[config.mk]
export PLATFORM = sky130hd
export DESIGN_NAME = evt_counter_bank
export DESIGN_NICKNAME = d
export VERILOG_FILES = /design/src/rtl/evt_counter_pkg.sv /design/src/rtl/evt_counter_ctrl.sv /design/src/rtl/evt_counter_dp.sv /design/src/rtl/evt_counter_bank.sv
export SDC_FILE = /design/constraint.sdc
export NUM_CORES = 1
export LEC_CHECK = 0
export ABC_AREA = 1
export CELL_PAD_IN_SITES_DETAIL_PLACEMENT = 0
export CELL_PAD_IN_SITES_GLOBAL_PLACEMENT = 1
export CORE_MARGIN = 3
export CORE_UTILIZATION = 46
export DETAILED_ROUTE_END_ITERATION = 10
export PLACE_DENSITY_LB_ADDON = 0.1
export SYNTH_ARGS = -nofsm -noshare
export SYNTH_HDL_FRONTEND = slang
export SYNTH_SLANG_ARGS = --single-unit
[constraint.sdc]
create_clock -name clk -period 4.7 [get_ports clk]
set_input_delay 0.94 -clock clk [delete_from_list [all_inputs] [get_ports clk]]
set_output_delay 0.94 -clock clk [all_outputs]
set_load 0.03 [all_outputs]
[src/rtl/evt_counter_pkg.sv]
package evt_counter_pkg;
  // Per-counter strobes handed from control to datapath
  typedef struct packed {
    logic cfgLoad;  // load a new event code this edge
    logic rdHit;    // this counter is being read
    logic clrNow;   // restart from this cycle's increment
  } ctrStrobe_t;
endpackage

[src/rtl/evt_counter_ctrl.sv]
module evt_counter_ctrl
  import evt_counter_pkg::*;
#(
  parameter int NUM_CTR = 4,
  localparam int IDX_W = (NUM_CTR > 1) ? $clog2(NUM_CTR) : 1
) (
  input  logic                     clk,
  input  logic                     rstN,
  input  logic                     wrEn,
  input  logic [IDX_W-1:0]         wrAddr,
  input  logic                     wrCor,
  input  logic                     rdEn,
  input  logic [IDX_W-1:0]         rdAddr,
  output ctrStrobe_t [NUM_CTR-1:0] strobe
);
  logic [NUM_CTR-1:0] corEn;

  always_comb begin
    for (int i = 0; i < NUM_CTR; i++) begin
      strobe[i].cfgLoad = wrEn && (wrAddr == IDX_W'(i));
      strobe[i].rdHit   = rdEn && (rdAddr == IDX_W'(i));
      strobe[i].clrNow  = rdEn && (rdAddr == IDX_W'(i)) && corEn[i];
    end
  end

  always_ff @(posedge clk or negedge rstN) begin
    if (!rstN) begin
      corEn <= '0;
    end else begin
      for (int i = 0; i < NUM_CTR; i++)
        if (wrEn && (wrAddr == IDX_W'(i))) corEn[i] <= wrCor;
    end
  end
endmodule

[src/rtl/evt_counter_dp.sv]
module evt_counter_dp
  import evt_counter_pkg::*;
#(
  parameter int NUM_CTR  = 4,
  parameter int CTR_W    = 64,
  parameter int SEL_W    = 5,
  parameter int NUM_FLAG = 8,
  parameter int NUM_OCC  = 4,
  parameter int OCC_W    = 3
) (
  input  logic                              clk,
  input  logic                              rstN,
  input  ctrStrobe_t [NUM_CTR-1:0]          strobe,
  input  logic [SEL_W-1:0]                  wrSel,
  input  logic [NUM_FLAG-1:0]               flagIn,
  input  logic [NUM_OCC*OCC_W-1:0]          occIn,
  output logic [NUM_CTR-1:0][SEL_W-1:0]     evSel,
  output logic [NUM_CTR-1:0][CTR_W-1:0]     ctrVal,
  output logic [CTR_W-1:0]                  rdData,
  output logic                              rdValid
);
  // Amount one counter adds this cycle for a given event code
  function automatic logic [OCC_W-1:0] pickInc(input logic [SEL_W-1:0] code,
                                              input logic [NUM_FLAG-1:0] flags,
                                              input logic [NUM_OCC*OCC_W-1:0] occ);
    logic [OCC_W-1:0] amt;
    amt = '0;
    if (code == '0) amt = OCC_W'(1);
    for (int k = 0; k < NUM_FLAG; k++)
      if (code == SEL_W'(k + 1)) amt = OCC_W'(flags[k]);
    for (int k = 0; k < NUM_OCC; k++)
      if (code == SEL_W'(NUM_FLAG + 1 + k)) amt = occ[k*OCC_W +: OCC_W];
    return amt;
  endfunction

  for (genvar i = 0; i < NUM_CTR; i++) begin : g_ctr
    logic [SEL_W-1:0] selReg;
    logic [CTR_W-1:0] cnt;
    logic [OCC_W-1:0] incNow;

    assign incNow = pickInc(selReg, flagIn, occIn);

    always_ff @(posedge clk or negedge rstN) begin
      if (!rstN) begin
        selReg <= '0;
        cnt    <= '0;
      end else begin
        if (strobe[i].cfgLoad) selReg <= wrSel;
        cnt <= (strobe[i].clrNow ? '0 : cnt) + CTR_W'(incNow);
      end
    end

    assign evSel[i]  = selReg;
    assign ctrVal[i] = cnt;
  end

  logic [CTR_W-1:0] rdMux;
  logic             rdAny;
  always_comb begin
    rdMux = '0;
    rdAny = 1'b0;
    for (int i = 0; i < NUM_CTR; i++) begin
      if (strobe[i].rdHit) rdMux = rdMux | ctrVal[i];
      rdAny = rdAny | strobe[i].rdHit;
    end
  end

  always_ff @(posedge clk or negedge rstN) begin
    if (!rstN) begin
      rdData  <= '0;
      rdValid <= 1'b0;
    end else begin
      rdValid <= rdAny;
      if (rdAny) rdData <= rdMux;
    end
  end
endmodule

[src/rtl/evt_counter_bank.sv]
module evt_counter_bank
  import evt_counter_pkg::*;
#(
  parameter int NUM_CTR  = 4,
  parameter int CTR_W    = 64,
  parameter int SEL_W    = 5,
  parameter int NUM_FLAG = 8,
  parameter int NUM_OCC  = 4,
  parameter int OCC_W    = 3,
  localparam int IDX_W   = (NUM_CTR > 1) ? $clog2(NUM_CTR) : 1
) (
  input  logic                     clk,
  input  logic                     rstN,
  input  logic                     wrEn,
  input  logic [IDX_W-1:0]         wrAddr,
  input  logic [SEL_W:0]           wrData,
  input  logic                     rdEn,
  input  logic [IDX_W-1:0]         rdAddr,
  output logic [CTR_W-1:0]         rdData,
  output logic                     rdValid,
  input  logic [NUM_FLAG-1:0]      flagIn,
  input  logic [NUM_OCC*OCC_W-1:0] occIn
);
  ctrStrobe_t [NUM_CTR-1:0]      strobe;
  logic [NUM_CTR-1:0][SEL_W-1:0] evSel;
  logic [NUM_CTR-1:0][CTR_W-1:0] ctrVal;

  evt_counter_ctrl #(.NUM_CTR(NUM_CTR)) u_ctrl (
    .clk(clk), .rstN(rstN),
    .wrEn(wrEn), .wrAddr(wrAddr), .wrCor(wrData[SEL_W]),
    .rdEn(rdEn), .rdAddr(rdAddr),
    .strobe(strobe)
  );

  evt_counter_dp #(
    .NUM_CTR(NUM_CTR), .CTR_W(CTR_W), .SEL_W(SEL_W),
    .NUM_FLAG(NUM_FLAG), .NUM_OCC(NUM_OCC), .OCC_W(OCC_W)
  ) u_dp (
    .clk(clk), .rstN(rstN),
    .strobe(strobe), .wrSel(wrData[SEL_W-1:0]),
    .flagIn(flagIn), .occIn(occIn),
    .evSel(evSel), .ctrVal(ctrVal),
    .rdData(rdData), .rdValid(rdValid)
  );
endmodule

-- After elaboration in Yosys (flattened, before gate mapping)
Index checks and enable logic that the tools add are counted.
- bits in registers: 345
- logic and storage cells: 156
- equality and inequality tests: 54
- muxes and demuxes: 60
- reduce and logical (&&, ||, !) cells: 18
- $add $sub $neg: 4
- bitwise gates (word level): 6
- operator list (operator ; count):
    $mux 64 ; 8
    $add 64x3->64 ; 4
    $or 64x64->64 ; 3
    $eq 5x4->1 const B ; 20
    $eq 5x3->1 const B ; 16
    $mux 3 ; 24
    $eq 5x2->1 const B ; 8
    $mux 1 ; 28
    $eq 5x1->1 const B ; 4
    $logic_not 5->1 ; 4
    $logic_and 1x1->1 ; 12
    $eq 2x2->1 const B ; 4
    $eq 2x1->1 const B ; 2
    $logic_not 2->1 ; 2
    $or 1x1->1 ; 3

-- Logic depth before layout (Yosys ltp)
Gate-level depths: netlist of run 1.
- depth in word-level cells: 15
- depth in mapped cells: 26
- depth with buffers taken out: 26

-- Hierarchy
Synthesis of run 1 repeated with hierarchy kept, for this count alone.
- cells, all modules: 2908
- area total of the unflattened synthesis: 21758.4 um2
- modules (own cells, without submodules) (module ; instances ; cells each ; area each (um2) ; sequential area each (um2)):
    evt_counter_dp ; 1 ; 2866 ; 21479.4 ; 8533.2
    evt_counter_ctrl ; 1 ; 42 ; 279.0 ; 100.1

-- Worst setup path after synthesis of run 1
OpenSTA, ideal clock, no wires.
- path kind: input -> register
- start: input port rdEn
- end: register u_dp.g_ctr[1].cnt[58]
- stages: 21
- data arrival time: 3.575 ns
- path slack: 1.009 ns
- path buffers: 4
- cell sequence: inv_2 -> nor3_4 -> nand2_4 -> buf_6 -> buf_4 -> buf_2 -> buf_1 -> nand2_1 -> inv_1 -> ha_1 -> fa_1 -> nand2_1 -> nand2_1 -> nand3_1 -> nor2_2 -> nand2_1 -> nor2_2 -> and2_1 -> nand2_1 -> nand2_1 -> nand2_1
- longest elaborated chain between the ends: 4
- RTL lines (what ; RTL line ; RTL):
    from (decl) ; evt_counter_bank.sv:17 ; input logic rdEn,
    $logic_and 1x1->1 (2 in series) ; evt_counter_ctrl.sv:22 ; strobe[i].clrNow = rdEn && (rdAddr == IDX_W'(i)) && corEn[i];
    $mux 64 ; evt_counter_dp.sv:49 ; cnt <= (strobe[i].clrNow ? '0 : cnt) + CTR_W'(incNow);
    $add 64x3->64 ; evt_counter_dp.sv:49 ;
    to (signal assigned) ; evt_counter_dp.sv:49 ;
    to (decl) ; evt_counter_dp.sv:38 ; logic [CTR_W-1:0] cnt;
Every way passes these cells.
A chain may end at the register's enable or synchronous reset.

-- Worst setup path in the final report of run 1
- start: register u_dp.g_ctr[3].selReg[0]
- end: register u_dp.g_ctr[3].cnt[58]
- longest elaborated chain between the ends: 15
- elaborated cells on any way between the ends: 27
- RTL lines (what ; RTL line ; RTL):
    from (decl) ; evt_counter_dp.sv:37 ; logic [SEL_W-1:0] selReg;
    from (signal assigned) ; evt_counter_dp.sv:48 ; if (strobe[i].cfgLoad) selReg <= wrSel;
    $logic_not 5->1 ; evt_counter_dp.sv:28 ; if (code == '0) amt = OCC_W'(1);
    $mux 1 ; evt_counter_dp.sv:28 ;
    $mux 1 (8 in series) ; evt_counter_dp.sv:30 ; if (code == SEL_W'(k + 1)) amt = OCC_W'(flags[k]);
    $mux 3 (3 in series) ; evt_counter_dp.sv:32 ; if (code == SEL_W'(NUM_FLAG + 1 + k)) amt = occ[k*OCC_W +: OCC_W];
    $mux 3 (*) ; evt_counter_dp.sv:32 ;
    $add 64x3->64 (*) ; evt_counter_dp.sv:49 ;
    to (signal assigned) ; evt_counter_dp.sv:49 ;
    to (decl) ; evt_counter_dp.sv:38 ;
Mark *: on every way between the ends. The rest lies on a longest branch, timed or not.

==> impl_results.md, run 1 <==
- Status: finished, final reports clean
- Avg WL per Cell: 22.5 um
- Gpl congestion: 1.05
- Core area: 48200 um^2
- Max-slew violation count: 0
- FP Rows: 80
- Top achievable clock speed: 0.253 GHz
- Final setup fails: 0
- Remaining Overflow, GRT: 0
- Slowest stage delay, CP: 560 ps
- Nets: 3545
- CP max stage cell: nor4_1
- Syn Nets: 3439
- Initial antenna violation count: 1
- Clk slew on worst S/H paths: 60 ps
- Hold Vio Cnt, Final: 0
- First-pass GRT wire length: 141 mm
- Clock Latency Late Sink: 590 ps
- Worst clock skew: 25.7 ps
- Clock Path Buffers: 3
- Worst EP arrival: 4420 ps
- Post-Synth Adder-Cell Area: 1.01%
- Post-synthesis mux area share: 0%
- Hold Path Class: input port to asynchronous set/reset pin
- Synth Area in Compound Gates: 6.34%
- Tot GR Track Use: 35.6%
- ANT cells: 0
- Most frequent cells in the layout: 1097 x nand2_1, 540 x nor2_1, 420 x inv_1
- Synth Area in XOR/XNOR: 5.02%
- Sequential share of the synthesized area: 38.0%
- Area taken by multi-input logic gates: 12000 um^2
- Worst slew margin: 45.4%
- Register area: 8630 um^2
- Drt pass-1 iters: 6
- Placed inst area: 24500 um^2
- Synth Area in Simple Gates: 40.4%
- Final wirelength: 94.3 mm
- Pwr dens: 326 nW/um^2
- Critical Path Start Type: register
- Vias/cell: 5.60
- Critical R2R Launch: u_dp.g_ctr[3].selReg[0]
- Die Y: 228 um
- Final min period: 3960 ps
- Slew of the pin with the lowest slew margin: 819 ps
- CTS tree: yes
- Worst-path cell chain: nor2_1, inv_1, nor4_1, inv_1, nand2_1, inv_1, a21oi_1, ha_1, inv_1, fa_1, nor2_1, o21ai_2, nor2_2, nand2_1, nor2_2, nand2_1, o21bai_1, nand2_1
- CTS resizes: 0
- CP Max Fanout: 7
- Initial Util: 47.1%
- Clock Root Buffer: clkbuf_16
- Largest family of logic cells by synthesized area: simple AND/OR/NAND/NOR gates
- CTS Hold Buffers Added: 0
- Leakage power: 11.7 nW
- Unrepaired setup endpoints after global routing: no
- Worst setup path start: u_dp.g_ctr[3].selReg[0]
- ANT nets after route: 0
- Worst slack, placed: 311 ps
- Maximum resistive drop on vdd: 0.000296 V
- Area growth syn-to-layout: 14.2%
- # fillers: 4847
- Cts bufs inserted: 42
- CTS Sinks: 345
- DR vias: 23450
- Syn avg cell area: 6.70 um^2
- Die Wd: 228 um
- Setup Buffers After CTS: 0
- Crit. End Element: register
- DRC viols: 0
- Most common cell after layout, fill and taps aside: nand2_1
- Final HPWL DP: 75.8 mm
- 1st-iter DRT viols: 2826
- Final worst slack: 741 ps
- Synthesized cell area: 22700 um^2
- EDFF count, synth: 0
- Layout cell share with drive strength beyond 1: 6.49%
- Yosys reg bits: 345
- Cell variety after synth: 49
- Number of port buffers: 98
- Worst Path Required: 5160 ps
- Tcrit/Tclk final: 84.2%
- YS warnings: 0
- Crit path kind: register to register
- Cells after synthesis: 3389
- DIE AREA: 52100 um^2
- Fin Setup TNS: 0 ps
- Ports: 99
- # H-tree levels: 2
- Async SR Flop Fraction: 100%
- Post-synth top flop: dfrtp_1
- Pin count of the biggest net entering global routing: 95
- Max-Cap Viols: 0
- Design area: 25900 um^2
- Vias in the first global route: 22507
==> flip-flops by register name, summed over array words and instances, names as in the netlist <==
signal             count
u_ctrl.corEn           4
u_dp.rdData           64
u_dp.rdValid           1
u_dp.g_ctr.selReg     20
u_dp.g_ctr.cnt       256
==> area by class of cell <==
type                    count  share of cell area [%]
clock inverters            19                   0.873
clock buffers              58                    4.80
repair buffers            136                    5.14
well taps                 656                    3.17
multi-input cells        2523                    46.3
inverters                 447                    6.47
flip-flops and latches    345                    33.3
==> power by group <==
group,switching (W),internal [W]
Sequential,0.000264,0.00323
Combinational,0.000957,0.000479
Clock,0.00141,0.00213
Total,0.00263,0.00584
==> per-stage QoR <==
| step | cells | hold WS (ps) | total power, W | util [%] |
|---|---|---|---|---|
| detailed placement | 4107 | 466 | 0.00495 | 50.7 |
| global route | 4184 | 403 | 0.00877 | 53.7 |
| floorplan | 3389 | 440 | 0.00434 | - |
| global placement | 4107 | 464 | 0.00493 | 50.7 |
| finish | 4184 | 347 | 0.00847 | 53.7 |
| CTS | 4184 | 392 | 0.00848 | 53.7 |
==> routing by layer <==
layer / track usage, % / share of wire [%] / vias to the layer above
li1: - / - / 10941
met1: 48.3 / 42 / 11238
met2: 55.2 / 44 / 1064
met3: 6.91 / 8.6 / 205
met4: 16.1 / 5.2 / 2
met5: 0 / 0.014 / -
==> cells in the mapped netlist (3+ instances only) <==
cell          n  area [um^2]
a21oi_1      43          215
a221oi_1     26          228
a22oi_1      30          225
and2_1        9         56.3
buf_1         5         18.8
buf_2        11         55.1
buf_4         7         52.6
buf_6        10          113
clkbuf_1     40          150
dfrtp_1     345         8630
fa_1          4         80.1
ha_1         12          150
inv_1       420         1580
inv_2        26         97.6
nand2_1    1098         4120
nand2_2       7         43.8
nand3_1     281         1410
nand3_2       6         60.1
nand3b_1     12         90.1
nand4_1      81          507
nor2_1      540         2030
nor2_2       40          250
nor2_4        6         67.6
nor3_1       39          195
nor3_2       18          180
nor3_4        3         48.8
nor4_1        4         25.0
o2111ai_1    15          131
o211ai_1      7         52.6
o21ai_0      56          280
o21bai_1      8         60.1
o22ai_1      28          175
or2_2         3         18.8
xnor2_1      58          508
xor2_1       72          631
==> critical path: cells and delay by family, from the launching register on <==
kind            cells  cell delay [ps]
fa+ha+maj           2              600
buf+inv             4              320
compound gates      3              480
flops               1              460
simple gates        9             1970
==> cell families after synthesis <==
group | after synthesis
XOR/XNOR | 130
AND/OR/NAND/NOR | 2155
AO/OA/AOI/OAI | 222
adder cells (fa/ha/maj) | 16
buffers and inverters | 521
flip-flops | 345
==> path summary, 6_finish.rpt <==
check                                        end  slack [ps]  cells past startpoint
setup / recovery           u_dp.g_ctr[3].cnt[58]         740                     18
hold / removal             u_dp.g_ctr[0].cnt[44]         350                      1
setup reg to reg           u_dp.g_ctr[3].cnt[58]         740                     18
hold reg to reg                  u_dp.rdData[11]         480                      2
max in group asynchronous        u_dp.rdData[50]        3230                      2
min in group clk                 u_dp.rdData[11]         480                      2
No activity file was read; power rests on OpenSTA's default activity.
==> inputs of run 2 (changes only) <==
- CORE_UTILIZATION: 46 -> 40
- clock period: 4.7 -> 3.6 ns (I/O delays scaled with it)
==> run 2 against run 1 <==
Net effect:
- worst setup slack worse by 490 ps
- sequential share of layout area is 2.3 points lower
- register-to-register slack worse by 490 ps
- critical path depth is 1 lower
- sequential power is 31% higher
- worst hold slack worse by 250 ps
- clock skew is 5.4 ps lower
- maximum frequency is 18% higher
- utilization is 3.7 points lower
- non-clock buffer count is 229 higher
- largest cell class unchanged
- highest routed layer is now met4
==> impl_results.md, run 2 (synthesized netlist as in run 1, its figures left out) <==
- Max reg flops: 256
- Drt pass-1 iters: 6
- Die Y: 244 um
- Final hold slack: 94.0 ps
- CTS Hold Buffers Added: 0
- Final worst slack: 247 ps
- ANT nets after route: 0
- Area growth syn-to-layout: 22.7%
- Worst slack, placed: -409 ps
- CTS resizes: 0
- 1st-iter DRT viols: 2430
- Clock Latency Late Sink: 580 ps
- Clock Path Buffers: 3
- Slowest stage delay, CP: 450 ps
- Nets: 3777
- CP max stage cell: dfrtp_1
- Worst EP arrival: 3830 ps
- Most frequent cells in the layout: 1095 x nand2_1, 535 x nor2_1, 419 x inv_1
- Vias/cell: 5.36
- Register area: 8630 um^2
- Max-Cap Viols: 0
- Maximum resistive drop on vdd: 0.000338 V
- Layout cell share with drive strength beyond 1: 12.5%
- Worst slew margin: 44.5%
- # H-tree levels: 2
- Final setup fails: 0
- Core area: 55600 um^2
- R2R cell count: 17
- First-pass GRT wire length: 150 mm
- Gpl congestion: 1.01
- Worst clock skew: 20.3 ps
- Dpl cells: 4428
- Vias in the first global route: 23367
- Final HPWL DP: 81.7 mm
- Setup Buffers After CTS: 0
- CP Max Fanout: 7
- Hold Vio Cnt, Final: 0
- Cts bufs inserted: 45
- Remaining Overflow, GRT: 0
- Worst-path cell chain: nor2_1, inv_1, nor4_1, inv_1, nand2_1, nor2_1, nor2_1, ha_1, fa_1, nand2_1, a21oi_2, nand2_1, buf_4, nor3_2, nand2_1, nand2_1, nand2_1
- Worst Path Required: 4080 ps
- Slew of the pin with the lowest slew margin: 832 ps
- Die Wd: 244 um
- Clk slew on worst S/H paths: 60 ps
- Clock Root Buffer: clkbuf_16
- CTS Sinks: 345
- Crit path top cell by count: nand2_1
- Final min period: 3350 ps
- Tcrit/Tclk final: 93.1%
- Biggest register: u_dp.g_ctr.cnt
- Crit. End Element: register
- FP Rows: 86
- Number of port buffers: 98
- DRC viols: 0
- CTS tree: yes
- Initial Util: 40.8%
- Unrepaired setup endpoints after global routing: no
- Initial antenna violation count: 2
- Final wirelength: 101 mm
- Tot GR Track Use: 33.5%
- DIE AREA: 59600 um^2
- DR vias: 24146
- Status: finished, final reports clean
- Pwr dens: 405 nW/um^2
- Largest registers: u_dp.g_ctr.cnt x256, u_dp.rdData x64, u_dp.g_ctr.selReg x20
- Area taken by multi-input logic gates: 12000 um^2
- Final cell count without fillers: 4506
- Ports: 99
- # fillers: 5808
- Hold Path Class: input port to asynchronous set/reset pin
- Most common cell after layout, fill and taps aside: nand2_1
- Pin count of the biggest net entering global routing: 89
- Crit path kind: register to register
- Leakage power: 12.8 nW
- Top achievable clock speed: 0.298 GHz
- Critical Path Start Type: register
- Max-slew violation count: 0
- Avg WL per Cell: 22.4 um
[run 2: cell types whose count changed in the layout (fill, tap and decap cells not counted), sizes merged]
cell / previous run / this run
buf: 39 / 268
bufinv: 5 / 2
clkbuf: 58 / 67
clkinv: 13 / 8
clkinvlp: 1 / 0
diode: 0 / 1
[run 2: final cells by class]
| class | instances | area share, % |
|---|---|---|
| Multi-Input combinational cell | 2523 | 43.3 |
| Timing Repair Buffer | 365 | 11.1 |
| Antenna cell | 1 | 0.00899 |
| Clock buffer | 67 | 4.81 |
| Clock inverter | 10 | 0.386 |
| Sequential cell | 345 | 31.0 |
| Tap cell | 748 | 3.36 |
| Inverter | 447 | 6.02 |
[run 2: worst paths after layout]
kind	startpoint	end	slack [ps]
min in group clk	u_dp.rdData[51]	u_dp.rdData[51]	480
setup reg to reg	u_dp.g_ctr[0].selReg[1]	u_dp.g_ctr[0].cnt[56]	250
hold reg to reg	u_dp.rdData[51]	u_dp.rdData[51]	480
max in group asynchronous	rstN	u_dp.rdData[27]	2520
setup / recovery	u_dp.g_ctr[0].selReg[1]	u_dp.g_ctr[0].cnt[56]	250
hold / removal	rstN	u_dp.g_ctr[0].cnt[48]	90
[run 2: routing by layer]
layer  vias to the layer above  track usage, %  share of wire [%]
met5                         -               0                  0
met4                         0            15.6                5.3
met3                       194            5.11                7.1
met2                       995            52.1                 44
met1                     11573            46.1                 44
li1                      11384               -                  -
[run 2: worst max-delay path, delay by kind of cell, from the launching register on]
family | cells | cell delay (ps)
AO/OA/AOI/OAI | 1 | 230
adder cells (fa/ha/maj) | 2 | 460
AND/OR/NAND/NOR | 11 | 1670
flip-flops | 1 | 450
buffers and inverters | 3 | 450
[run 2: where the power goes]
group / leakage (nW) / switching (W) / internal, W
logic: 7.43 / 0.00136 / 0.000820
clock network: 0.719 / 0.00186 / 0.00269
registers: 4.70 / 0.000339 / 0.00422
[run 2: metrics by stage]
step	utilization (%)	TNS, ps	cell area (um^2)	total power (W)
2_1_floorplan	-	0	22700	0.00566
3_3_place_gp	47.4	-12040	26300	0.00671
3_5_place_dp	47.4	-17530	26300	0.00675
4_1_cts	50.0	0	27800	0.0113
5_1_grt	50.1	0	27800	0.0117
6_report	50.1	0	27800	0.0113
==> inputs of run 3 (changes only) <==
- SLEW_MARGIN: not set -> 20
==> results of run 3 <==
No change in the layout: final DEF, timing and power equal those of run 2.
